$ cat src/rtl/mb_oneshot_pkg.sv
package mb_oneshot_pkg;

    // number of debounce stages in the delay line
    localparam int NUM_STAGES = 2;

    typedef enum logic {
        EDGE_MAKE  = 1'b0,
        EDGE_BREAK = 1'b1
    } edge_sel_e;

    // lead = earlier tap, lag = later tap
    typedef struct packed {
        logic lead;
        logic lag;
    } tap_pair_t;

    // Make: NOR(lead, ~lag); break: NOR(~lead, lag)
    function automatic logic pulse_of(edge_sel_e mode, tap_pair_t t);
        logic p;
        if (mode == EDGE_MAKE) p = ~(t.lead | ~t.lag);
        else                   p = ~(~t.lead | t.lag);
        return p;
    endfunction

endpackage

$ cat src/rtl/mb_deb_stage.sv
module mb_deb_stage #(
    parameter int DEB_TICKS = 4
) (
    input  logic clk,
    input  logic rst,
    input  logic tick_en,
    input  logic din,
    output logic dout
);
    localparam int CW = $clog2(DEB_TICKS + 1);

    logic [CW-1:0] run_cnt;
    logic          level_q;

    always_ff @(posedge clk) begin
        if (rst) begin
            level_q <= 1'b1;
            run_cnt <= '0;
        end else if (tick_en) begin
            if (din == level_q) begin
                run_cnt <= '0;
            end else if (run_cnt == CW'(DEB_TICKS - 1)) begin
                level_q <= din;
                run_cnt <= '0;
            end else begin
                run_cnt <= run_cnt + 1'b1;
            end
        end
    end

    assign dout = level_q;


    hold_no_tick_chk: assert property (@(posedge clk) disable iff (rst)
        !tick_en |=> $stable(dout));


    take_input_chk: assert property (@(posedge clk) disable iff (rst)
        !$stable(dout) |-> (dout == $past(din)));

endmodule

$ cat src/rtl/mb_pulse_former.sv
module mb_pulse_former
    import mb_oneshot_pkg::*;
(
    input  logic      clk,
    input  logic      rst,
    input  edge_sel_e mode,
    input  tap_pair_t taps,
    output logic      pulse
);
    logic pulse_q;

    always_ff @(posedge clk) begin
        if (rst) pulse_q <= 1'b0;
        else     pulse_q <= pulse_of(mode, taps);
    end

    assign pulse = pulse_q;


    pulse_src_chk: assert property (@(posedge clk) disable iff (rst)
        pulse |-> $past(taps.lead != taps.lag));


    rst_clear_chk: assert property (@(posedge clk)
        rst |=> !pulse);

endmodule

$ cat src/rtl/mb_oneshot.sv
module mb_oneshot
    import mb_oneshot_pkg::*;
#(
    parameter int DEB_TICKS = 4
) (
    input  logic clk,
    input  logic rst,
    input  logic tick_en,
    input  logic contact_in,
    input  logic brk_sel,
    output logic pulse_o,
    output logic tap_a_o,
    output logic tap_b_o
);
    // line[0] is the raw contact, line[k] the output of stage k
    logic [NUM_STAGES:0] line;
    tap_pair_t           pair;
    edge_sel_e           mode;

    assign line[0] = contact_in;

    generate
        for (genvar k = 0; k < NUM_STAGES; k++) begin : g_stage
            mb_deb_stage #(.DEB_TICKS(DEB_TICKS)) u_stage (
                .clk     (clk),
                .rst     (rst),
                .tick_en (tick_en),
                .din     (line[k]),
                .dout    (line[k+1])
            );
        end
    endgenerate

    assign pair.lead = line[1];
    assign pair.lag  = line[2];
    assign mode      = edge_sel_e'(brk_sel);

    mb_pulse_former u_former (
        .clk   (clk),
        .rst   (rst),
        .mode  (mode),
        .taps  (pair),
        .pulse (pulse_o)
    );

    assign tap_a_o = line[1];
    assign tap_b_o = line[2];


    rst_taps_chk: assert property (@(posedge clk)
        rst |=> (tap_a_o && tap_b_o));


    b_follows_a_chk: assert property (@(posedge clk) disable iff (rst)
        !$stable(tap_b_o) |-> (tap_b_o == $past(tap_a_o)));

endmodule

$ cat config.mk
export PLATFORM = sky130hd
export DESIGN_NAME = mb_oneshot
export DESIGN_NICKNAME = d
export VERILOG_FILES = /design/src/rtl/mb_oneshot_pkg.sv /design/src/rtl/mb_deb_stage.sv /design/src/rtl/mb_pulse_former.sv /design/src/rtl/mb_oneshot.sv
export SDC_FILE = /design/constraint.sdc
export NUM_CORES = 1
export LEC_CHECK = 0
export BUFFER_PORTS_ARGS = -buffer_cell sky130_fd_sc_hd__buf_2
export CORE_AREA = 2 2 39 41
export CTS_CLUSTER_DIAMETER = 50
export DETAILED_ROUTE_END_ITERATION = 6
export DIE_AREA = 0 0 41 43
export PLACE_DENSITY_LB_ADDON = 0.2
export SYNTH_ARGS = -nofsm -noshare
export SYNTH_HDL_FRONTEND = slang
export SYNTH_SLANG_ARGS = --single-unit
export TNS_END_PERCENT = 20
$ cat constraint.sdc
create_clock -name clk -period 4 [get_ports clk]
set_input_delay 0.2 -clock clk [delete_from_list [all_inputs] [get_ports clk]]
set_output_delay 0.2 -clock clk [all_outputs]
set_load 0.01 [all_outputs]
# == Yosys cells after proc, flatten, opt, wreduce, memory -nomap -nowiden ==
# Cells that the tools add are included.
# classes
div_mod_pow,0
shift,0
addsub,2
eq_ne,4
reduce_logical,2
n_lt_le_gt_ge,0
n_mux,5
mul,0
bitwise,8
# op_table
cell,n
two-way mux 3 bit,4
"adder 3 x 1 -> 3 bit, second input constant",2
"== test 3 x 2 -> 1 bit, second input constant",2
inverter 1 bit,6
AND reduction 3 bit,2
== test 1 bit,2
bitwise OR 1 bit,2
two-way mux 1 bit,1
# totals
inputBits,5
out_inout_bits,3
wordCells,26
mem_count,0
romBits,0
register_bits,9
latchBits,0
ramBits,0

# == Depth between registers and ports, before layout ==
# depth
depth_word,4
depth_mapped,5
ltp_nobuf,5

# == By module ==
# A second synthesis with hierarchy kept.
# hier_totals
hier_cells,42
hier_area_um2,415.4
# by_module_without_submodules
mod,seq_area_each_um2,cells_per_inst,area_each_um2,n_inst
mb_deb_stage,80.1,19,185.2,2
mb_pulse_former,20.0,4,45.0,1

# == Worst setup path before layout ==
# No wires, ideal clock.
# synth_timing
path_kind,register to register
start,register g_stage[0].u_stage.level_q
end,register g_stage[1].u_stage.level_q
path_buffers,0
arrival_ps,1389
path_slack_ps,2491
setup_ps,120
t_required_ps,3880
synth_period_minus_slack_ps,1509
stages_incl_launch_ff,6
path_cell_list,dfxtp_1 > inv_1 > ha_1 > and4bb_1 > nor2_1 > a211o_1
# synth_via
elab_chain_cells,3
# synth_lines
element,line,source
"start, declared",mb_deb_stage.sv:13,logic level_q;
"start signal, assigned",mb_deb_stage.sv:23,level_q <= din;
== test 1 bit,mb_deb_stage.sv:20,if (din == level_q) begin
inverter 1 bit (no source line),n/a,
AND reduction 3 bit (no source line),n/a,
"end signal, assigned",mb_deb_stage.sv:23,
"end, declared",mb_deb_stage.sv:13,
# Several ways; a longest one is shown, not always the timed one.
# A chain may end at the register's enable or synchronous reset.

# == Worst setup path after layout ==
# Same ends and word-level chain as after synthesis.

==> results.cfg <==
[synthesis]
yosys_warnings = 0
avgSynthCellArea_um2 = 9.683
syn_area_um2 = 445.4
synth_nets = 55
yosysSeqAreaShare_pct = 40.45
ys_ff_latch = 9
syn_inst = 46
yosysUniqueCellTypes = 22

[drt]
wire_per_inst_um = 10.48
ant_nets = 0
drc_errors = 0
drt-initial-drc-count = 5
finalWirelength_um = 744
viasPerCell = 4.831
first_pass_iters = 3
via_count = 343

[job]
maxCapViolations = 0

[sta]
setup_violations = 0
grt_setup_unrepaired = false
tns_ns = 0
finalHoldViolations = 0
slew_viol_final = 0
finalClockSkew_ns = 0.001235
fin_crit_sh_pct = 38.52
min_period_ns = 1.541
worstMarginPinSlew_ns = 0.2855
fmax_mhz = 649.0
slew_headroom_pct = 80.70

[placement]
gp_congestion = 0.6381
dpl.cell_count = 67
hpwl_um = 531.3
place_area_um2 = 489.2
io_buffers = 7

[power]
p_comb_share_pct = 5.0
power_density_nw_per_um2 = 335.5
seq_power_share_pct = 52.6
peakVddDrop_mv = 0.1116
p_leak_nw = 0.2396
internal_power_w = 0.0001331
switchingPower_w = 0.00003982
power_frac_clock_pct = 42.4
swShare_pct = 23.03

[clock_network]
cts_hold_buf = 0
cts_buffer_depth = 2
htreeDepth = 1
cts_buffers = 3
cts-root-buf = clkbuf_4
clock_sinks = 9
clkTransAtPathRegs_ns = 0.06
clock_latency_ns = 0.27
cts.repair.resized = 0
post-cts-setup-buffers = 0
cts_tree = done

[status]
status = finished clean

[global_routing]
grt_use_met1_pct = 12.30
grt_pass1_vias = 340
grt_usage_pct = 12.17
grt_most_used_layer = met2
grt_pass1_wl_um = 1331
antenna_found_initial = 0
grt_util_met2_pct = 16.56
grt_start_max_net_pins = 13
globalRouteMet3Util_pct = 4.712
grt-ovfl-total = 0

[worst_setup_path]
r2r-end = g_stage[1].u_stage.dout
critPathCapture = g_stage[1].u_stage.dout
r2r_cells = 5
path_max_fanout = 5
critPathArrivalTime_ns = 1.70
critPathKind = flip-flop to flip-flop
ff2ff_setup_slack_ns = 2.46
start_kind = flip-flop
worstPathRequired_ns = 4.16
startpoint = g_stage[0].u_stage.dout
critPathCaptureType = flip-flop
timing.rr.start = g_stage[0].u_stage.dout

[hold_path]
hold_class = primary input to flip-flop
holdPathStages = 2

[finish]
area_growth_pct = 15.73
fin_area_um2 = 515.5
diodes = 0
stdcell_count = 71
drive_gt1_share_pct = 20.00
finalNetCount = 65

[floorplan]
io_pins = 8
initial_core_util_pct = 32.19
rows = 14
dieArea_um2 = 1763
core_region_area_um2 = 1384
die_y_um = 43
die_x_um = 41
critical path, cell delays in order (launching register included):
cell and delay (ns):
dfxtp_1 0.42, inv_1 0.08, ha_1 0.34, and4bb_1 0.30
nor2_1 0.05, a211o_1 0.25
state kept, by name (all words and copies together) (netlist names):
signal	flops
g_stage.u_stage.run_cnt	6
u_former.pulse	1
g_stage.u_stage.dout	2
final cells by class:
cell class                 count  area [um2]
timing repair buffer           7       35.03
inverter                       3       11.26
clock buffer                   4       26.28
multi-input combinational     32       242.7
tap                           16       20.02
sequential                     9       180.2
fill                         148       868.3
per-stage QoR:
stage | hold slack [ns] | utilization, % | setup slack, ns | total power [W]
after CTS | 0.1552 | 37.25 | 2.450 | 0.0001779
after floorplan | 0.3178 | - | 2.491 | 0.00009911
after global placement | 0.4393 | 35.35 | 2.484 | 0.0001020
final | 0.1622 | 37.25 | 2.459 | 0.0001729
after global routing | 0.1768 | 37.25 | 2.312 | 0.0001818
after detailed placement | 0.4392 | 35.35 | 2.458 | 0.0001019
Yosys cell counts:
master | instances | area [um2]
dfxtp_1 | 9 | 180.2
nand2b_1 | 5 | 31.28
ha_1 | 4 | 50.05
a21oi_1 | 3 | 15.01
nor2_1 | 3 | 11.26
nor2b_1 | 3 | 18.77
a211o_1 | 2 | 17.52
and3b_1 | 2 | 17.52
inv_1 | 2 | 7.510
and4bb_1 | 1 | 12.51
buf_4 | 1 | 7.510
clkbuf_1 | 1 | 3.750
inv_2 | 1 | 3.750
mux2i_1 | 1 | 10.01
nand2_1 | 1 | 3.750
nand3_1 | 1 | 5.000
nand4b_1 | 1 | 8.760
nor4b_1 | 1 | 8.760
o21ai_0 | 1 | 5.000
o21ba_1 | 1 | 10.01
o32ai_1 | 1 | 8.760
xor2_1 | 1 | 8.760
cells in the final DEF, fill, tap and decap left out, drive strengths merged:
master,synthesis,final
dfxtp,9,9
buf,1,7
nand2b,5,5
ha,4,4
clkbuf,1,4
a21oi,3,3
nor2b,3,3
nor2,3,3
inv,3,3
a211o,2,2
and3b,2,2
xor2,1,1
nand4b,1,1
nor4b,1,1
o21ba,1,1
nand2,1,1
o32ai,1,1
mux2i,1,1
and4bb,1,1
o21ai,1,1
nand3,1,1
worst min-delay path by stage:
stage / start / slack (ns) / to
after floorplan: contact_in / 0.32 / g_stage[0].u_stage.dout
after global placement: contact_in / 0.44 / g_stage[0].u_stage.dout
after detailed placement: contact_in / 0.44 / g_stage[0].u_stage.dout
after CTS: contact_in / 0.16 / g_stage[0].u_stage.dout
after global routing: contact_in / 0.18 / g_stage[0].u_stage.dout
final: contact_in / 0.16 / g_stage[0].u_stage.dout
cells by family (layout without fill, tap and decap cells):
logic type | after synthesis | count (layout) | share of synthesized area (%)
DFF | 9 | 9 | 40.45
AOI/OAI and AO/OA | 8 | 8 | 12.64
buffers and inverters | 5 | 14 | 5.056
xor gates and xnor gates | 1 | 1 | 1.967
muxes | 1 | 1 | 2.247
adders and majority gates | 4 | 4 | 11.24
and+or+nand+nor | 18 | 18 | 26.40
power groups by stage:
| stage | Sequential [W] | Clock (W) | Combinational, W |
|---|---|---|---|
| floorplan | 0.0000929 | 0 | 0.00000619 |
| global placement | 0.0000930 | 0 | 0.00000892 |
| detailed placement | 0.0000931 | 0 | 0.00000882 |
| CTS | 0.0000910 | 0.0000781 | 0.00000885 |
| global route | 0.0000910 | 0.0000809 | 0.00000984 |
| finish | 0.0000910 | 0.0000733 | 0.00000864 |
layer usage:
layer,wire length (um),vias to the layer above
met5,0,-
met4,26,0
met3,47,4
met2,349,9
met1,321,153
li1,-,177
Note: power is estimated with default switching activity, not from simulation.
